[src/rtl/e1sx_pkg.sv]
package e1sx_pkg;
  localparam int SIG_SLOT    = 16;
  localparam int ALIGN_SLOT  = 0;
  localparam int FAS_CH      = 16;
  localparam int NFAS_CH     = 17;
  localparam int LAST_CAP_CH = 17;
  localparam int STEER_BIT   = 6;
endpackage

[src/rtl/e1sx_slot_decode.sv]
module e1sx_slot_decode #(
  parameter int OCT_W  = 8,
  parameter int SLOT_W = 5,
  parameter int FR_W   = 4,
  parameter int CH_W   = 5
) (
  input  logic              clk,
  input  logic              rst,
  input  logic              rx_valid,
  input  logic [OCT_W-1:0]  rx_octet,
  input  logic [SLOT_W-1:0] rx_slot,
  input  logic [FR_W-1:0]   rx_frame,
  output logic              wr_en,
  output logic [CH_W-1:0]   wr_addr,
  output logic [OCT_W-1:0]  wr_data
);
  import e1sx_pkg::*;

  logic hit_sig, hit_align;

  always_comb begin
    hit_sig   = rx_valid && (rx_slot == SLOT_W'(SIG_SLOT));
    hit_align = rx_valid && (rx_slot == SLOT_W'(ALIGN_SLOT));
    wr_en     = hit_sig || hit_align;
    wr_data   = rx_octet;
    if (hit_sig)
      wr_addr = CH_W'(rx_frame);
    else if (rx_octet[STEER_BIT])
      wr_addr = CH_W'(NFAS_CH);
    else
      wr_addr = CH_W'(FAS_CH);
  end

  AST_WR_RANGE: assert property (@(posedge clk) disable iff (rst)
    wr_en |-> (wr_addr <= CH_W'(LAST_CAP_CH)));
  AST_IDLE_NOWR: assert property (@(posedge clk) disable iff (rst)
    !rx_valid |-> !wr_en);
  AST_FAS_STEER: assert property (@(posedge clk) disable iff (rst)
    (wr_en && wr_addr == CH_W'(FAS_CH)) |-> (rx_slot == SLOT_W'(ALIGN_SLOT) && !rx_octet[STEER_BIT]));
  AST_NFAS_STEER: assert property (@(posedge clk) disable iff (rst)
    (wr_en && wr_addr == CH_W'(NFAS_CH)) |-> (rx_slot == SLOT_W'(ALIGN_SLOT) && rx_octet[STEER_BIT]));
endmodule

[src/rtl/e1sx_chan_ram.sv]
module e1sx_chan_ram #(
  parameter int OCT_W = 8,
  parameter int CH_W  = 5
) (
  input  logic             clk,
  input  logic             wr_en,
  input  logic [CH_W-1:0]  wr_addr,
  input  logic [OCT_W-1:0] wr_data,
  input  logic [CH_W-1:0]  rd_addr,
  output logic [OCT_W-1:0] rd_q
);
  localparam int DEPTH = 1 << CH_W;

  logic [OCT_W-1:0] mem [DEPTH];

  always_ff @(posedge clk) begin
    if (wr_en) mem[wr_addr] <= wr_data;
    rd_q <= mem[rd_addr];
  end
endmodule

[src/rtl/e1sx_fill_flags.sv]
module e1sx_fill_flags #(
  parameter int CH_W = 5
) (
  input  logic            clk,
  input  logic            rst,
  input  logic            wr_en,
  input  logic [CH_W-1:0] wr_addr,
  input  logic [CH_W-1:0] rd_addr,
  output logic            rd_filled
);
  localparam int DEPTH = 1 << CH_W;

  logic [DEPTH-1:0] filled;

  always_ff @(posedge clk) begin
    if (rst) begin
      filled    <= '0;
      rd_filled <= 1'b0;
    end else begin
      rd_filled <= filled[rd_addr];
      if (wr_en) filled[wr_addr] <= 1'b1;
    end
  end

  AST_FILL_STICKY: assert property (@(posedge clk) disable iff (rst)
    (wr_en) |=> filled[$past(wr_addr)]);
endmodule

[src/rtl/e1_sig_extract.sv]
module e1_sig_extract #(
  parameter int OCT_W  = 8,
  parameter int SLOT_W = 5,
  parameter int FR_W   = 4,
  parameter int CH_W   = 5
) (
  input  logic              clk,
  input  logic              rst,
  input  logic              rx_valid,
  input  logic [OCT_W-1:0]  rx_octet,
  input  logic [SLOT_W-1:0] rx_slot,
  input  logic [FR_W-1:0]   rx_frame,
  input  logic [CH_W-1:0]   rd_chan,
  output logic [OCT_W-1:0]  rd_data
);
  import e1sx_pkg::*;

  logic              wr_en;
  logic [CH_W-1:0]   wr_addr;
  logic [OCT_W-1:0]  wr_data;
  logic [OCT_W-1:0]  ram_q;
  logic              rd_filled;

  e1sx_slot_decode #(.OCT_W(OCT_W), .SLOT_W(SLOT_W), .FR_W(FR_W), .CH_W(CH_W)) u_dec (
    .clk(clk), .rst(rst), .rx_valid(rx_valid), .rx_octet(rx_octet),
    .rx_slot(rx_slot), .rx_frame(rx_frame),
    .wr_en(wr_en), .wr_addr(wr_addr), .wr_data(wr_data)
  );

  e1sx_chan_ram #(.OCT_W(OCT_W), .CH_W(CH_W)) u_ram (
    .clk(clk), .wr_en(wr_en), .wr_addr(wr_addr), .wr_data(wr_data),
    .rd_addr(rd_chan), .rd_q(ram_q)
  );

  e1sx_fill_flags #(.CH_W(CH_W)) u_flags (
    .clk(clk), .rst(rst), .wr_en(wr_en), .wr_addr(wr_addr),
    .rd_addr(rd_chan), .rd_filled(rd_filled)
  );

  assign rd_data = rd_filled ? ram_q : '1;

  AST_HIGH_ONES: assert property (@(posedge clk) disable iff (rst)
    (rd_chan > CH_W'(LAST_CAP_CH)) |=> (rd_data == '1));
  AST_RST_ONES: assert property (@(posedge clk)
    rst |=> (rd_data == '1));
endmodule

[config.mk]
export PLATFORM = sky130hd
export DESIGN_NAME = e1_sig_extract
export DESIGN_NICKNAME = d
export VERILOG_FILES = /design/src/rtl/e1sx_pkg.sv /design/src/rtl/e1sx_slot_decode.sv /design/src/rtl/e1sx_chan_ram.sv /design/src/rtl/e1sx_fill_flags.sv /design/src/rtl/e1_sig_extract.sv
export SDC_FILE = /design/constraint.sdc
export NUM_CORES = 1
export LEC_CHECK = 0
export BUFFER_PORTS_ARGS = -buffer_cell sky130_fd_sc_hd__buf_2
export CAP_MARGIN = 20
export CORE_MARGIN = 2
export CORE_UTILIZATION = 40
export CTS_CLUSTER_DIAMETER = 50
export DETAILED_ROUTE_END_ITERATION = 6
export GPL_ROUTABILITY_DRIVEN = 0
export PLACE_DENSITY_LB_ADDON = 0.2
export SYNTH_ARGS = -nofsm -noshare
export SYNTH_HDL_FRONTEND = slang
export SYNTH_SLANG_ARGS = --single-unit
export TNS_END_PERCENT = 100
[constraint.sdc]
create_clock -name clk -period 3.2 [get_ports clk]
set_clock_uncertainty 0.15 [all_clocks]
set_input_delay 0 -clock clk [delete_from_list [all_inputs] [get_ports clk]]
set_output_delay 0 -clock clk [all_outputs]
set_load 0.005 [all_outputs]
==> flow_summary.yaml, run 1 <==
final_layout:
  post_route_cells_drive_above_1_share_pct: 27.9
  antenna_cells: 0
  fill_cells: 2271
  stdcell_count: 1138
  finalCoreUtilization_pct: 49.9
  flow.area_growth_from_synthesis_pct: 22.5
  finish.net_count: 759
  seqCellArea_um2: 8510
  multi_input_area_um2: 3110
timing:
  period_minus_slack_ns: 3.04
  final_setup_violation_count: 0
  worst-slew-pin-transition_ns: 0.766
  number_of_endpoints_with_negative_hold_slack_in_the_final_report: 0
  fin_crit_sh_pct: 95.0
  slew_headroom_pct: 48.9
  timing_max_transition_violations_final: 0
  rsz0062_at_grt: "no"
  setup_total_negative_slack_ns: 0
  maxClockFrequency_mhz: 329
worst_setup_path:
  cp_max_fo: 5
  r2r_start: "u_flags.filled[3]"
  worst-r2r-cell-count: 5
  timing.critical_path.buf_inv: 4
  cp_slowest_cell: "sky130_fd_sc_hd__dlygate4sd3_1"
  crit_path_frequent_cell: "sky130_fd_sc_hd__dlygate4sd3_1"
  setup.worst_path.end_class: "flop"
  critPathKind: "primary input to flop"
  crit_chain: "dlygate4sd3_1 > buf_2 > or4_1 > dlygate4sd3_1 > nor4_2 > nand2_1 > nor2_1 > buf_4"
  kind_of_launch_point_of_the_worst_setup_path: "primary input"
  crit_arrival_ns: 3.10
  cpPeakStageDelay_ns: 0.60
  r2r_path_end: "u_flags.rd_filled"
  cpLargestDelayFamily: "simple AND/OR/NAND/NOR gates"
  reg2reg_slack_ns: 1.18
  cp_data_required_time_ns: 3.26
yosys:
  synth.avg_cell_area_um2: 21.5
  netlist.top_cell.by_area: "sky130_fd_sc_hd__edfxtp_1"
  yosysMostFrequentCell: "sky130_fd_sc_hd__edfxtp_1"
  number_of_enable_type_register_cells_in_the_synthesized_netlist: 256
  adder_and_majority_gate_portion_of_the_synthesized_area_pct: 0
  synth.top_cells.by_count: "256 x sky130_fd_sc_hd__edfxtp_1, 87 x sky130_fd_sc_hd__mux4_2, 41 x sky130_fd_sc_hd__dfxtp_1"
  yosys.cell_types.count: 31
  post_synth_arst_share_pct: 0
  number_of_warnings_reported_in_the_yosys_synthesis_log: 0
  synth_cells: 528
  sequential_cell_area_fraction_in_the_yosys_report_pct: 75.0
  synthFlopType: "sky130_fd_sc_hd__edfxtp_1"
  syn-cell-area_um2: 11300
  synth-xor-area-share_pct: 0
  synth_area_leaders: "sky130_fd_sc_hd__edfxtp_1 68%, sky130_fd_sc_hd__mux4_2 17%, sky130_fd_sc_hd__dfxtp_1 7.2%"
  synth-compound-area-share_pct: 1.38
  synth_seq_cells: 297
  synth_top_family_by_area: "multiplexers"
  synth_simple_gate_area_share_pct: 3.69
  synth.mux.area_fraction_pct: 18.5
  synth_top_area_share_pct: 67.8
clocking:
  clock-sinks: 297
  cts_tree: "yes"
  cts.clk_slew.worst_paths_ns: 0.06
  total_clock_buffers_created_by_cts: 34
  clock_insertion_delay_worst_skew_ns: 0.51
  cts_root_buffer: "sky130_fd_sc_hd__clkbuf_16"
  clock_tree.buffer_depth: 3
  cts_htree_levels: 2
  cts_setup_buffers: 0
min_path:
  timing.hold.worst.start: "rx_slot[0]"
  cell_count_of_the_worst_hold_path: 5
  worstHoldEndpoint: "u_ram.mem[15][4]"
  hp-class: "primary input to flop"
place:
  dp.cells: 1049
  post-dp-hpwl_um: 12900
  place.port_buffers: 32
run_status:
  run_status: "completed"
drt:
  drt-total-wl_um: 21800
  drt.antenna.violating_nets: 0
  detail_route.drc_violations: 0
  avgViaCountPerCell: 4.89
  routed_vias: 5562
  drt_first_pass_iters: 5
  avgRoutedWirePerCell_um: 19.2
  drt_first_iter_violations: 427
floorplan:
  floorplan.rows: 61
  die_w_um: 172
  pin_count: 33
  design.die.area_um2: 29700
  floorplan.core_area_um2: 27900
  floorplan.die.height_um: 172
  floorplan.initialDensity_pct: 40.7
global_routing:
  grt_pass1_wl_um: 33300
  grt_antenna_before_repair: 0
  vias_in_the_first_global_route: 5788
  groute.usage.overall_pct: 15.4
  gr-total-overflow: 0
  grt_max_degree: 38
flow_run:
  max_cap_violations: 0
power:
  ir_drop_mv: 0.338
  reported_leakage_power_nw: 4.80
  power.density_cell_area_nw_per_um2: 617
[worst max path at each step]
stage | cells after the start | slack, ns | start | end
after global placement | 5 | 0.80 | rd_chan[0] | u_ram.rd_q[7]
final | 8 | 0.16 | rx_slot[1] | u_ram.mem[6][7]
after detailed placement | 5 | 0.80 | rd_chan[0] | u_ram.rd_q[3]
after global routing | 8 | 0.06 | rx_slot[1] | u_ram.mem[6][7]
after floorplan | 4 | 0.82 | rx_slot[1] | u_ram.mem[1][0]
after CTS | 8 | 0.25 | rx_slot[1] | u_ram.mem[6][3]
[final cells by class]
type | count | share of cell area, %
Timing Repair Buffer | 87 | 5.00
Sequential cell | 297 | 61.2
Clock buffer | 48 | 7.03
Multi-Input combinational cell | 310 | 22.4
Clock inverter | 14 | 0.891
Tap cell | 378 | 3.40
Inverter | 4 | 0.108
[through the flow]
step	total power [mW]	worst slack (ns)	instance area [µm²]	hold slack, ns
3_3_place_gp	4.88	0.802	12500	0.255
6_report	8.57	0.161	13900	0.0412
3_5_place_dp	4.89	0.798	12500	0.272
5_1_grt	8.88	0.0626	13900	0.0541
2_1_floorplan	4.74	0.820	11800	-0.0784
4_1_cts	8.68	0.250	13900	0.00619
[metal layers]
layer  vias up  routed length (µm)  track usage, %
li1       2493                   -               -
met4         0                 564            5.30
met5         -                   0               0
met2       146               11000            26.1
met1      2876                9210            20.0
met3        47                1050            2.77
[placed cells by master (no fill, tap or decap), types with 2 or more instances in the layout]
cell and count:
sky130_fd_sc_hd__buf_4 26, sky130_fd_sc_hd__nand2b_1 10, sky130_fd_sc_hd__nor3_1 8, sky130_fd_sc_hd__mux2i_1 4
sky130_fd_sc_hd__dfxtp_1 41, sky130_fd_sc_hd__mux2_2 9, sky130_fd_sc_hd__buf_12 4, sky130_fd_sc_hd__nor2_1 25
sky130_fd_sc_hd__clkinv_2 4, sky130_fd_sc_hd__conb_1 112, sky130_fd_sc_hd__nand3_1 2, sky130_fd_sc_hd__a41oi_1 5
sky130_fd_sc_hd__nand2_1 4, sky130_fd_sc_hd__dlygate4sd3_1 27, sky130_fd_sc_hd__a31oi_1 10, sky130_fd_sc_hd__clkinv_1 5
sky130_fd_sc_hd__clkbuf_16 37, sky130_fd_sc_hd__nor2b_1 17, sky130_fd_sc_hd__mux4_2 87, sky130_fd_sc_hd__bufinv_16 2
sky130_fd_sc_hd__nand4_1 2, sky130_fd_sc_hd__nor4_2 2, sky130_fd_sc_hd__inv_1 4, sky130_fd_sc_hd__buf_2 30
sky130_fd_sc_hd__o21ba_2 4, sky130_fd_sc_hd__clkbuf_1 10, sky130_fd_sc_hd__edfxtp_1 256
[worst reg2reg max path, cell delays in order, from the launching register on]
cell and delay (ns):
sky130_fd_sc_hd__dfxtp_1 0.31, sky130_fd_sc_hd__mux4_2 0.47, sky130_fd_sc_hd__mux2i_1 0.15, sky130_fd_sc_hd__a221o_1 0.18
sky130_fd_sc_hd__a31oi_1 0.05, sky130_fd_sc_hd__dlygate4sd3_1 0.59
[where the power goes]
group / switching [mW] / total, mW / internal (mW)
combinational: 0.215 / 0.435 / 0.220
sequential: 0.0359 / 4.39 / 4.35
clock: 1.45 / 3.75 / 2.30
[flip-flops by register name, indices dropped and copies added, names as in the netlist]
name and flops:
u_flags.filled 32, u_flags.rd_filled 1, u_ram.mem 256, u_ram.rd_q 8
[what timing repair did]
action / 4_1_cts / 5_1_grt
hold buffers: 27 / 0
hold endpoints to repair: 332 / 0
gates resized for setup: 0 / 0
[logic make-up after synthesis]
group / count (synthesis)
flops: 297
mux: 100
simple gates: 78
buf+inv: 32
compound gates: 20
other cells: 1
(Power assumes the default switching activity.)
==> run 2, diff against run 1 <==
Clock period 3.2 ns to 3.45 ns, I/O delays scaled along.
==> run 2 against run 1 <==
Compared with the run above:
- first-iteration DRC count fell by 7.3%
- largest power group unchanged
- flip-flop and latch count unchanged
- non-clock buffer count fell by 6
- worst hold slack improved by 0.088 ns
- largest cell class unchanged
- via count barely moved
- final area about the same
- utilization is essentially flat
- register-to-register slack improved by 0.24 ns
- die area is the same
- worst setup slack improved by 0.59 ns
==> flow_summary.yaml, run 2 (synthesized netlist as in run 1, its figures left out) <==
run_status:
  run_status: "completed"
drt:
  drt.antenna.violating_nets: 0
  routed_vias: 5560
  avgRoutedWirePerCell_um: 19.9
  detail_route.drc_violations: 0
  topRoutingLayerUsed: "met4"
  met2WireLength_um: 11400
  met1_length_um: 9590
  drt_first_iter_violations: 396
  met3WireLength_um: 969
  drt-total-wl_um: 22500
  drt_first_pass_iters: 5
  avgViaCountPerCell: 4.91
flow_run:
  max_cap_violations: 0
worst_setup_path:
  cp_slowest_cell: "sky130_fd_sc_hd__nor2_1"
  crit_arrival_ns: 2.67
  kind_of_launch_point_of_the_worst_setup_path: "primary input"
  crit_chain: "dlygate4sd3_1 > buf_2 > or4_1 > nor3_1 > nand3_1 > nor2_1"
  cpPeakStageDelay_ns: 0.69
  critPathKind: "primary input to flop"
  cpLargestDelayFamily: "simple AND/OR/NAND/NOR gates"
  timing.critical_path.buf_inv: 2
  cp_max_fo: 8
  setup.worst_path.end_class: "flop"
  cp_data_required_time_ns: 3.42
timing:
  period_minus_slack_ns: 2.70
  setup_total_negative_slack_ns: 0
  number_of_endpoints_with_negative_hold_slack_in_the_final_report: 0
  slew_headroom_pct: 36.4
  rsz0062_at_grt: "no"
  maxClockFrequency_mhz: 371
  worst-slew-pin-transition_ns: 0.950
  final_setup_violation_count: 0
  timing_max_transition_violations_final: 0
  setup_ws_ns: 0.753
  fin_crit_sh_pct: 78.2
floorplan:
  floorplan.die.height_um: 172
  floorplan.rows: 61
  floorplan.initialDensity_pct: 40.7
  pin_count: 33
  die_w_um: 172
  design.die.area_um2: 29700
  floorplan.core_area_um2: 27900
power:
  reported_leakage_power_nw: 4.79
  ir_drop_mv: 0.401
  power.density_cell_area_nw_per_um2: 587
global_routing:
  vias_in_the_first_global_route: 5865
  grt_max_degree: 39
  grt_antenna_before_repair: 1
  groute.usage.overall_pct: 15.8
  gr-total-overflow: 0
  grt_pass1_wl_um: 34400
final_layout:
  reg.largest.list: "u_ram.mem x256, u_flags.filled x32, u_ram.rd_q x8"
  layout_commonest_cell: "sky130_fd_sc_hd__edfxtp_1"
  largest_register_ff_count: 256
  multi_input_area_um2: 3110
  register_name_with_the_most_flops: "u_ram.mem"
  finish.net_count: 754
  fill_cells: 2304
  stdcell_count: 1133
  post_route_cells_drive_above_1_share_pct: 27.5
  most-common-layout-cells: "256 x sky130_fd_sc_hd__edfxtp_1, 112 x sky130_fd_sc_hd__conb_1, 87 x sky130_fd_sc_hd__mux4_2"
  flow.area_growth_from_synthesis_pct: 22.5
  antenna_cells: 0
  seqCellArea_um2: 8510
place:
  dp.cells: 1042
  place_worst_setup_slack_ns: 0.844
  place.port_buffers: 32
  post-dp-hpwl_um: 13400
clocking:
  cts.clk_slew.worst_paths_ns: 0.05
  post_cts.resized_instances: 0
  cts_root_buffer: "sky130_fd_sc_hd__clkbuf_16"
  cts_htree_levels: 2
  clock_insertion_delay_worst_skew_ns: 0.50
  cts_tree: "yes"
  clock_tree.buffer_depth: 3
  total_clock_buffers_created_by_cts: 35
  clock-sinks: 297
min_path:
  hp-class: "primary input to flop"
-- run 2: cell types whose count changed in the layout (fill, tap and decap cells not counted), sizes merged --
cell	change
clkbuf	-1
clkinvlp	+1
dlygate4sd3	+1
bufinv	+2
buf	-7
inv	-1
-- run 2: final timing paths --
kind                           start                 end  slack [ns]  cells after the start
setup / recovery          rx_slot[0]     u_ram.mem[7][1]        0.75                      6
hold / removal            rd_chan[4]       u_ram.rd_q[3]        0.13                      3
setup reg to reg  u_flags.filled[11]   u_flags.rd_filled        1.42                      5
hold reg to reg   u_flags.filled[21]  u_flags.filled[21]        0.31                      1
-- run 2: repair_timing --
action | in CTS | in global routing
hold buffers | 28 | 0
setup endpoints to repair | 0 | 0
hold endpoints to repair | 319 | 0
buffers inserted | 0 | 0
-- run 2: report_power, final --
part / total, mW / leakage [nW] / internal [mW] / switching [mW]
registers: 4.07 / 2.72 / 4.04 / 0.0342
logic: 0.413 / 1.50 / 0.205 / 0.208
clock network: 3.68 / 0.564 / 2.30 / 1.38
total: 8.16 / 4.79 / 6.54 / 1.62
-- run 2: cell type report --
cell class / count / share of cell area [%]
flip-flops and latches: 297 / 61.2
clock buffers: 47 / 7.08
multi-input cells: 310 / 22.4
clock inverters: 16 / 1.31
repair buffers: 81 / 4.52
well taps: 378 / 3.40
inverters: 4 / 0.108
-- run 2: tightest hold or removal path: stages --
cell,delay (ns)
sky130_fd_sc_hd__buf_2,0.31
sky130_fd_sc_hd__mux4_2,0.30
sky130_fd_sc_hd__mux2_2,0.13
-- run 2: stage by stage --
step                power (mW)  hold WS (ns)  area, µm²  util [%]
global placement          4.53         0.255      12500      44.7
global route              8.45         0.127      13900      49.9
floorplan                 4.40       -0.0784      11800         -
CTS                       8.27         0.114      13900      49.9
detailed placement        4.54         0.264      12500      44.7
finish                    8.16         0.129      13900      49.9
-- run 2: per-layer routing --
| metal | GRT usage (%) | up-vias |
|---|---|---|
| met2 | 26.9 | 135 |
| met4 | 5.15 | 0 |
| met5 | 0 | - |
| met1 | 20.6 | 2888 |
| li1 | - | 2486 |
| met3 | 2.77 | 51 |
